$ cat src/rtl/ssp_pkg.sv
package ssp_pkg;

    // prescaler counter width: the largest prescale ratio is 2**PRE_W
    localparam int PRE_W = 5;

    typedef enum logic {
        TXIRQ_ON_LOAD = 1'b0,
        TXIRQ_ON_DONE = 1'b1
    } txirq_e;

    // idle level of the shift clock for a given edge/phase choice
    function automatic logic idle_level(input logic edge_sel, input logic phase_sel);
        return ~(edge_sel ^ phase_sel);
    endfunction

    // clock level reached by a sample edge
    function automatic logic sample_level(input logic edge_sel);
        return ~edge_sel;
    endfunction

endpackage

$ cat src/rtl/ssp_clkgen.sv
module ssp_clkgen
    import ssp_pkg::*;
#(
    parameter int DIV_W = 8
) (
    input  logic             clk,
    input  logic             rst_n,
    input  logic             run,
    input  logic             master,
    input  logic             idle_lvl,
    input  logic [1:0]       presc_sel,
    input  logic [DIV_W-1:0] div_n,
    input  logic             sclk_in,
    output logic             ev,
    output logic             ev_lvl,
    output logic             sclk_out
);

    localparam int SYNC_W = 3;

    typedef struct packed {
        logic [PRE_W-1:0]  pre;
        logic [DIV_W-1:0]  div;
        logic              mclk;
        logic [SYNC_W-1:0] sync;   // [0],[1] synchroniser, [2] previous level
    } cg_t;

    cg_t  q, d;
    logic tick;

    always_comb begin
        case (presc_sel)
            2'd0:    tick = 1'b1;
            2'd1:    tick = q.pre[0];
            2'd2:    tick = &q.pre[2:0];
            default: tick = &q.pre[PRE_W-1:0];
        endcase
    end

    always_comb begin
        d        = q;
        d.pre    = q.pre + 1'b1;
        d.sync   = {q.sync[SYNC_W-2:0], sclk_in};
        ev       = 1'b0;
        ev_lvl   = q.mclk;
        if (master) begin
            if (!run) begin
                d.mclk = idle_lvl;
                d.div  = '0;
            end else if (tick) begin
                if (q.div == div_n) begin
                    d.div  = '0;
                    d.mclk = ~q.mclk;
                    ev     = 1'b1;
                    ev_lvl = ~q.mclk;
                end else begin
                    d.div = q.div + 1'b1;
                end
            end
        end else begin
            d.mclk = idle_lvl;
            d.div  = '0;
            ev     = run && (q.sync[2] != q.sync[1]);
            ev_lvl = q.sync[1];
        end
    end

    always_ff @(posedge clk or negedge rst_n) begin
        if (!rst_n) begin
            q.pre  <= '0;
            q.div  <= '0;
            q.mclk <= 1'b1;
            q.sync <= '0;
        end else begin
            q <= d;
        end
    end

    assign sclk_out = q.mclk;

endmodule

$ cat src/rtl/ssp_engine.sv
module ssp_engine #(
    parameter int DATA_W = 8
) (
    input  logic              clk,
    input  logic              rst_n,
    input  logic              start,
    input  logic [DATA_W-1:0] tx_byte,
    input  logic              ev,
    input  logic              ev_lvl,
    input  logic              samp_lvl,
    input  logic              master,
    input  logic              sdi,
    output logic              busy,
    output logic              sdo,
    output logic [DATA_W-1:0] rx_byte,
    output logic              seventh,
    output logic              rx_done,
    output logic              done
);

    localparam int CNT_W = $clog2(DATA_W + 1);
    localparam int TOG_W = $clog2(2 * DATA_W + 1);
    localparam logic [CNT_W-1:0] PEN_CNT  = CNT_W'(DATA_W - 2);
    localparam logic [CNT_W-1:0] LAST_CNT = CNT_W'(DATA_W - 1);
    localparam logic [TOG_W-1:0] LAST_TOG = TOG_W'(2 * DATA_W - 1);

    typedef struct packed {
        logic              busy;
        logic [DATA_W-1:0] tsh;
        logic [DATA_W-1:0] rsh;
        logic [CNT_W-1:0]  nsamp;
        logic [TOG_W-1:0]  ntog;
        logic              seventh;
        logic              rxd;
        logic              done;
    } en_t;

    en_t q, d;

    always_comb begin
        d         = q;
        d.seventh = 1'b0;
        d.rxd     = 1'b0;
        d.done    = 1'b0;
        if (!q.busy) begin
            if (start) begin
                d.busy  = 1'b1;
                d.tsh   = tx_byte;
                d.nsamp = '0;
                d.ntog  = '0;
            end
        end else if (ev) begin
            d.ntog = q.ntog + 1'b1;
            if (ev_lvl == samp_lvl) begin
                d.rsh   = {q.rsh[DATA_W-2:0], sdi};
                d.nsamp = q.nsamp + 1'b1;
                if (q.nsamp == PEN_CNT) d.seventh = 1'b1;
                if (q.nsamp == LAST_CNT) begin
                    d.rxd = 1'b1;
                    if (!master) begin
                        d.done = 1'b1;
                        d.busy = 1'b0;
                    end
                end
            end else if (q.nsamp != '0) begin
                d.tsh = {q.tsh[DATA_W-2:0], 1'b0};
            end
            if (master && q.ntog == LAST_TOG) begin
                d.done = 1'b1;
                d.busy = 1'b0;
            end
        end
    end

    always_ff @(posedge clk or negedge rst_n) begin
        if (!rst_n) q <= '0;
        else        q <= d;
    end

    assign busy    = q.busy;
    assign sdo     = q.tsh[DATA_W-1];
    assign rx_byte = q.rsh;
    assign seventh = q.seventh;
    assign rx_done = q.rxd;
    assign done    = q.done;

endmodule

$ cat src/rtl/ssp_port.sv
module ssp_port
    import ssp_pkg::*;
#(
    parameter int DATA_W = 8,
    parameter int DIV_W  = 8
) (
    input  logic              clk,
    input  logic              rst_n,
    input  logic              wr_tx,
    input  logic [DATA_W-1:0] wr_data,
    input  logic              rd_rx,
    output logic [DATA_W-1:0] rx_data,
    input  logic              tx_en,
    input  logic              rx_en,
    input  logic              master,
    input  logic              edge_sel,
    input  logic              phase_sel,
    input  logic              txirq_sel,
    input  logic [1:0]        presc_sel,
    input  logic [DIV_W-1:0]  div_n,
    input  logic              ovr_clr,
    input  logic              sclk_in,
    output logic              sclk_out,
    output logic              sclk_oe,
    output logic              sdo,
    input  logic              sdi,
    output logic              tx_empty,
    output logic              rx_full,
    output logic              overrun,
    output logic              irq_tx,
    output logic              irq_rx
);

    typedef struct packed {
        logic [DATA_W-1:0] txbuf;
        logic              txfull;
        logic [DATA_W-1:0] rxbuf;
        logic              rxfull;
        logic              ovr;
        logic              frx;    // current frame receives
        logic              fovr;   // current frame overran
        logic              itx;
        logic              irx;
    } hs_t;

    hs_t  q, d;
    logic busy, ev, ev_lvl, seventh, rxd, done, start;
    logic [DATA_W-1:0] rx_byte;
    txirq_e irq_mode;

    assign irq_mode = txirq_e'(txirq_sel);
    assign start    = tx_en && q.txfull && !busy;

    ssp_clkgen #(.DIV_W(DIV_W)) u_clk (
        .clk      (clk),
        .rst_n    (rst_n),
        .run      (busy),
        .master   (master),
        .idle_lvl (idle_level(edge_sel, phase_sel)),
        .presc_sel(presc_sel),
        .div_n    (div_n),
        .sclk_in  (sclk_in),
        .ev       (ev),
        .ev_lvl   (ev_lvl),
        .sclk_out (sclk_out)
    );

    ssp_engine #(.DATA_W(DATA_W)) u_eng (
        .clk     (clk),
        .rst_n   (rst_n),
        .start   (start),
        .tx_byte (q.txbuf),
        .ev      (ev),
        .ev_lvl  (ev_lvl),
        .samp_lvl(sample_level(edge_sel)),
        .master  (master),
        .sdi     (sdi),
        .busy    (busy),
        .sdo     (sdo),
        .rx_byte (rx_byte),
        .seventh (seventh),
        .rx_done (rxd),
        .done    (done)
    );

    always_comb begin
        d     = q;
        d.itx = 1'b0;
        d.irx = 1'b0;
        if (start) begin
            d.txfull = 1'b0;
            d.frx    = rx_en;
            d.fovr   = 1'b0;
            if (irq_mode == TXIRQ_ON_LOAD) d.itx = 1'b1;
        end
        if (done && irq_mode == TXIRQ_ON_DONE) d.itx = 1'b1;
        if (wr_tx) begin
            d.txbuf  = wr_data;
            d.txfull = 1'b1;
        end
        if (rd_rx)   d.rxfull = 1'b0;
        if (ovr_clr) d.ovr    = 1'b0;
        if (seventh && q.frx && q.rxfull && !rd_rx) begin
            d.ovr  = 1'b1;
            d.fovr = 1'b1;
        end
        if (rxd && q.frx && !q.fovr) begin
            d.rxbuf  = rx_byte;
            d.rxfull = 1'b1;
            d.irx    = 1'b1;
        end
    end

    always_ff @(posedge clk or negedge rst_n) begin
        if (!rst_n) q <= '0;
        else        q <= d;
    end

    assign rx_data  = q.rxbuf;
    assign tx_empty = ~q.txfull;
    assign rx_full  = q.rxfull;
    assign overrun  = q.ovr;
    assign irq_tx   = q.itx;
    assign irq_rx   = q.irx;
    assign sclk_oe  = master;

endmodule

$ cat config.mk
export PLATFORM = sky130hd
export DESIGN_NAME = ssp_port
export DESIGN_NICKNAME = d
export VERILOG_FILES = /design/src/rtl/ssp_pkg.sv /design/src/rtl/ssp_clkgen.sv /design/src/rtl/ssp_engine.sv /design/src/rtl/ssp_port.sv
export SDC_FILE = /design/constraint.sdc
export NUM_CORES = 1
export LEC_CHECK = 0
export ABC_AREA = 1
export CORE_MARGIN = 8
export CORE_UTILIZATION = 55
export CTS_BUF_LIST = sky130_fd_sc_hd__clkbuf_4 sky130_fd_sc_hd__clkbuf_8 sky130_fd_sc_hd__clkbuf_16
export CTS_CLUSTER_SIZE = 25
export DETAILED_ROUTE_END_ITERATION = 6
export PLACE_DENSITY = 0.88
export SYNTH_ARGS = -nofsm -noshare
export SYNTH_HDL_FRONTEND = slang
export SYNTH_HIERARCHICAL = 1
export SYNTH_SLANG_ARGS = --single-unit
$ cat constraint.sdc
create_clock -name clk -period 3.6 [get_ports clk]
set_clock_uncertainty 0.1 [all_clocks]
set_input_delay 0.72 -clock clk [delete_from_list [all_inputs] [get_ports clk]]
set_output_delay 0.72 -clock clk [all_outputs]
set_load 0.02 [all_outputs]
# Word level (Yosys, flattened, before mapping)

Cells that the tools add are included.

Register bits: 69
Input bits: 31
Output and inout bits: 16
Word-level logic and storage cells: 111

$add $sub $neg: 4
Equality and inequality tests: 13
Mux-type cells: 42
Bitwise gates (word level): 5
Reduce and logical (&&, ||, !) cells: 26

Operator list:

| kind                                                 | count |
|---|---|
| two-way mux 9 bit                                    | 7 |
| two-way mux 29 bit                                   | 1 |
| two-way mux 1 bit                                    | 25 |
| two-way mux 8 bit                                    | 3 |
| two-way mux 12 bit                                   | 1 |
| adder 5 x 1 -> 5 bit (second input constant)         | 2 |
| logical AND 1 bit                                    | 10 |
| nonzero test 2 bit                                   | 5 |
| AND reduction 3 bit                                  | 3 |
| adder 8 x 1 -> 8 bit (second input constant)         | 1 |
| equality test 4 x 3 -> 1 bit (second input constant) | 2 |
| equality test 8 bit                                  | 1 |
| != test 2 bit (second input constant)                | 4 |
| two-way mux 3 bit                                    | 2 |
| equality test 5 x 4 -> 1 bit (second input constant) | 1 |
| AND reduction 5 bit                                  | 1 |
| adder 4 x 1 -> 4 bit (second input constant)         | 1 |
| two-way mux 2 bit                                    | 2 |
| NOT 1 bit                                            | 4 |
| AND reduction 4 bit                                  | 1 |
| nonzero test 4 bit                                   | 1 |
| zero test 1 bit                                      | 3 |
| != test 3 bit (second input constant)                | 1 |
| one-hot mux 1 bit (3 select lines)                   | 1 |
| 7 further kinds                                      | 7 |

# Logic depth before layout (Yosys ltp)

Depth in word-level cells: 10
Mapped depth: 18
Mapped depth without buffers: 17

# Cells and area by module

The synthesis kept the hierarchy.

By module, submodules not included:

| module     | times used | cells an instance | area each (um2) | seq. area each (um2) |
|---|---|---|---|---|
| ssp_engine | 1          | 185               | 1524.0          | 725.7 |
| ssp_clkgen | 1          | 136               | 1038.5          | 426.7 |
| ssp_port   | 1          | 112               | 1018.5          | 575.6 |

# Worst setup path before layout

No wires, ideal clock.

Path type: reg2reg
From: register u_clk/q[12] (netlist bit)
To: register u_eng/q[9] (netlist bit)
Library setup time: 0.118 ns
Arrival time: 2.023 ns
Required time: 3.382 ns
Setup slack: 1.359 ns
Cell stages (with the launch flop): 17
Buffers on the path: 1
Period minus slack after synthesis: 2.241 ns
Cell sequence: dfrtp_1 ha_1 and3_1 ha_1 nand3_1 nand2_1 nand2_1 nor2_4 nand3_1 o21ai_1 nand2_4 clkinv_4 nand2_8 inv_4 buf_8 nand2_1 o21ai_2

Elaborated cells on any way between the ends: 13
Those cells by class: eq/ne (3); mux (7); reduce/logical (3)

RTL lines:

| element                                                           | RTL line                           | RTL |
|---|---|---|
| start: declaration                                                | ssp_clkgen.sv:28                   | `cg_t q, d;` |
| AND reduction 5 bit / AND reduction 3 bit (equally long branches) | ssp_clkgen.sv:36, ssp_clkgen.sv:35 |  |
| one-hot mux 1 bit (3 select lines) *                              | ssp_clkgen.sv:32                   | `case (presc_sel)` |
| two-way mux 1 bit *                                               | ssp_clkgen.sv:50                   | `end else if (tick) begin` |
| two-way mux 1 bit *                                               | ssp_clkgen.sv:47                   | `if (!run) begin` |
| two-way mux 1 bit *                                               | ssp_clkgen.sv:46                   | `if (master) begin` |
| net ev                                                            | ssp_port.sv:47                     | `logic busy, ev, ev_lvl, seventh, rxd, done, start;` |
| != test 2 bit (no line) *                                         | -                                  |  |
| AND reduction 3 bit (no line) *                                   | -                                  |  |
| end signal: assignment                                            | ssp_engine.sv:76                   | `if (!rst_n) q <= '0;` |
| end signal: assignment                                            | ssp_engine.sv:77                   | `else q <= d;` |
| end: declaration                                                  | ssp_engine.sv:38                   | `en_t q, d;` |

Mark *: on every way through the listed nets, which the timed path passes. The rest lies on a longest branch.
A chain may end at the register's enable or synchronous reset.

# Worst setup path in the final report

From: input port master
To: output port sclk_oe

RTL lines:

| element            | RTL line       | RTL |
|---|---|---|
| start: declaration | ssp_port.sv:15 | `input logic master,` |
| end: declaration   | ssp_port.sv:24 | `output logic sclk_oe,` |

No word-level cell between the ends.

==> results.json <==
{
  "grt_setup_unrepaired": "false",
  "fin_cells": 550,
  "drc_errors": 0,
  "r2r-end": "u_eng/q[21]$_DFFE_PN0P_",
  "finalPower_mw": 2.28,
  "worst-path-buf-inv": 2,
  "drv_cap": 0,
  "fin_hold_ws_ns": 0.252,
  "ff2ff_setup_slack_ns": 1.05,
  "setup_tns_ns": 0,
  "final-setup-viol-count": 0,
  "crit_end": "sclk_oe",
  "arrival_ns": 1.96,
  "die_w_microns": 96.7,
  "r2r-start": "u_clk/q[12]$_DFF_PN0_",
  "powerDensity_mw_per_mm2": 545,
  "cp.required_ns": 2.78,
  "post-route-period-util_pct": 77.2,
  "first_pass_iters": 4,
  "crit_path_cell_trace": "clkdlybuf4s50_1, clkdlybuf4s50_1",
  "drv_slew": 0,
  "cts-root-buf": "clkbuf_8",
  "fill_cells": 506,
  "worst_slew_pin_slew_ns": 0.649,
  "seq_area_frac_synth_pct": 48.3,
  "reg2regPathDepth": 15,
  "num_antenna_cells": 0,
  "cp-start-kind": "input pin",
  "power_leakage_nw": 2.20,
  "placementRows": 29,
  "syn_to_final_growth_pct": 16.8,
  "slowest_stage": "clkdlybuf4s50_1",
  "cts_setup_buffers": 0,
  "drive_above_1_share_pct": 10.6,
  "cts_tree": "built",
  "vias_per_cell": 5.14,
  "crit_start": "master",
  "routedWlPerCell_microns": 12.8,
  "drt_wl_total_mm": 7.07,
  "layout_common_cells": "165 x nand2_1, 68 x dfrtp_1, 45 x clkdlybuf4s50_1",
  "status": "finished clean",
  "final-seq-area_sq_mm": 0.00173,
  "cts_made_buffers": 9,
  "hold_viol_final": 0,
  "core_area_sq_mm": 0.00631,
  "slew-limit-headroom_pct": 56.7,
  "clock_sinks": 69,
  "grt_pass1_wl_mm": 12.3,
  "die_area_sq_mm": 0.00935,
  "cpPeakStageDelay_ns": 0.65,
  "yosysUniqueCellTypes": 33,
  "grt_util_all_layers_pct": 15.6,
  "synthCells": 433,
  "cp_common_cell": "clkdlybuf4s50_1",
  "utilization_pct": 66.3,
  "ys_top_cells_by_area": "dfrtp_1 48%, nand2_1 17%, nand3_1 4.9%",
  "synth_warnings": 6,
  "crit_path_max_fanout": 6,
  "place_hpwl_mm": 5.25,
  "hold_path.class": "flop to flop",
  "fin_crit_ns": 2.78,
  "nets": 508,
  "postPlaceCellArea_sq_mm": 0.00395,
  "htree_levels": 3,
  "synthesis.nets": 473,
  "antenna_found_initial": 0,
  "clkSlewWorstSetupHoldPaths_ns": 0.08,
  "ys_ff_latch": 69,
  "final_common_cell": "nand2_1",
  "critPathTopFamily": "buffers and inverters",
  "syn_area_sq_mm": 0.00358,
  "portBuffers": 46,
  "grt_max_degree": 32,
  "gp_congestion": 0.825,
  "start_util_pct": 56.7,
  "crit_path_end_kind": "output port",
  "ios": 47,
  "worst-setup-path-type": "input pin to output port",
  "multi_input_area_sq_mm": 0.00147,
  "cts_hold_buf": 0,
  "ant_nets": 0,
  "dp.cells": 534,
  "ir_drop_uv": 370,
  "die_y_microns": 96.7,
  "postSynthAreaPerCell_sq_um": 8.27,
  "yosysTopAreaCell": "dfrtp_1",
  "clk-insertion-delay-late_ns": 0.34,
  "yosysTopAreaCellShare_pct": 47.5,
  "gr-total-overflow": 0,
  "cts_buffer_depth": 2,
  "dp_slack_ns": 0.717,
  "via_count": 2829,
  "first_global_vias": 2834,
  "max_freq_mhz": 360,
  "worstSetupPathDepth": 2,
  "cts_resized": 0,
  "fin_ws_ns": 0.821,
  "drt_iter0_drc": 93,
  "fin_area_sq_mm": 0.00418
}
-- power breakdown --
| part | internal [mW] | switching [mW] | total (mW) |
|---|---|---|---|
| Clock | 0.415 | 0.312 | 0.727 |
| Sequential | 0.909 | 0.132 | 1.04 |
| Combinational | 0.197 | 0.317 | 0.514 |
-- logic make-up after synthesis --
family | count (synthesis) | synth area share [%]
xor+xnor | 6 | 1.47
compound gates | 20 | 3.07
fa+ha+maj | 9 | 3.14
flops | 69 | 48.3
simple gates | 258 | 33.4
buf+inv | 71 | 10.7
-- cell usage after synthesis --
master / count
ha_1: 9
nor2_1: 22
inv_1: 42
inv_2: 2
and3_1: 1
a21oi_1: 7
dfrtp_1: 68
xor2_1: 1
nand3_4: 2
o21ai_2: 2
nand3_1: 35
o21ai_1: 2
nand2_4: 4
nand2_8: 1
nand4_1: 12
inv_4: 1
nand4_4: 1
buf_4: 19
nor2_2: 2
o21ai_0: 7
a31oi_1: 1
clkinv_2: 1
nand2_1: 165
nand2_2: 8
clkinv_4: 1
o22ai_1: 1
buf_8: 1
nand3_2: 2
buf_6: 3
buf_2: 1
xnor2_1: 5
dfstp_2: 1
nor2_4: 3
-- sequential cells by signal, indices dropped and copies added, names as in the netlist, 2 cells and up --
| register | cells |
|---|---|
| u_eng/rx_byte | 8 |
| u_clk/d | 2 |
| q | 11 |
| u_eng/q | 16 |
| u_clk/q | 14 |
| rx_data | 8 |
-- worst min-delay path by stage --
stage	end	startpoint	slack, ns	depth (start not counted)
floorplan	u_clk/d[2]$_DFF_PN0_	u_clk/d[1]$_DFF_PN0_	0.23	0
global placement	u_clk/d[2]$_DFF_PN0_	u_clk/d[1]$_DFF_PN0_	0.23	0
detailed placement	u_clk/d[2]$_DFF_PN0_	u_clk/d[1]$_DFF_PN0_	0.24	0
CTS	u_clk/d[2]$_DFF_PN0_	u_clk/d[1]$_DFF_PN0_	0.25	0
global route	u_clk/d[2]$_DFF_PN0_	u_clk/d[1]$_DFF_PN0_	0.27	0
finish	u_clk/d[2]$_DFF_PN0_	u_clk/d[1]$_DFF_PN0_	0.25	0
-- area by class of cell --
type,count,area share (%)
clock buffer,10,3.29
clock inverter,6,2.24
inverter,47,4.43
multi-input combinational,293,35.2
sequential,69,41.3
tap,77,2.30
timing repair buffer,48,11.2
-- per-layer routing --
metal  vias up  global-route usage (%)  wire length, microns
li1       1417                       -                     -
met1      1321                    18.1                  2960
met2        77                    25.4                  3570
met3        14                    4.34                   417
met4         0                    8.88                   115
met5         -                       0                     0
No activity file was read; power rests on OpenSTA's default activity.
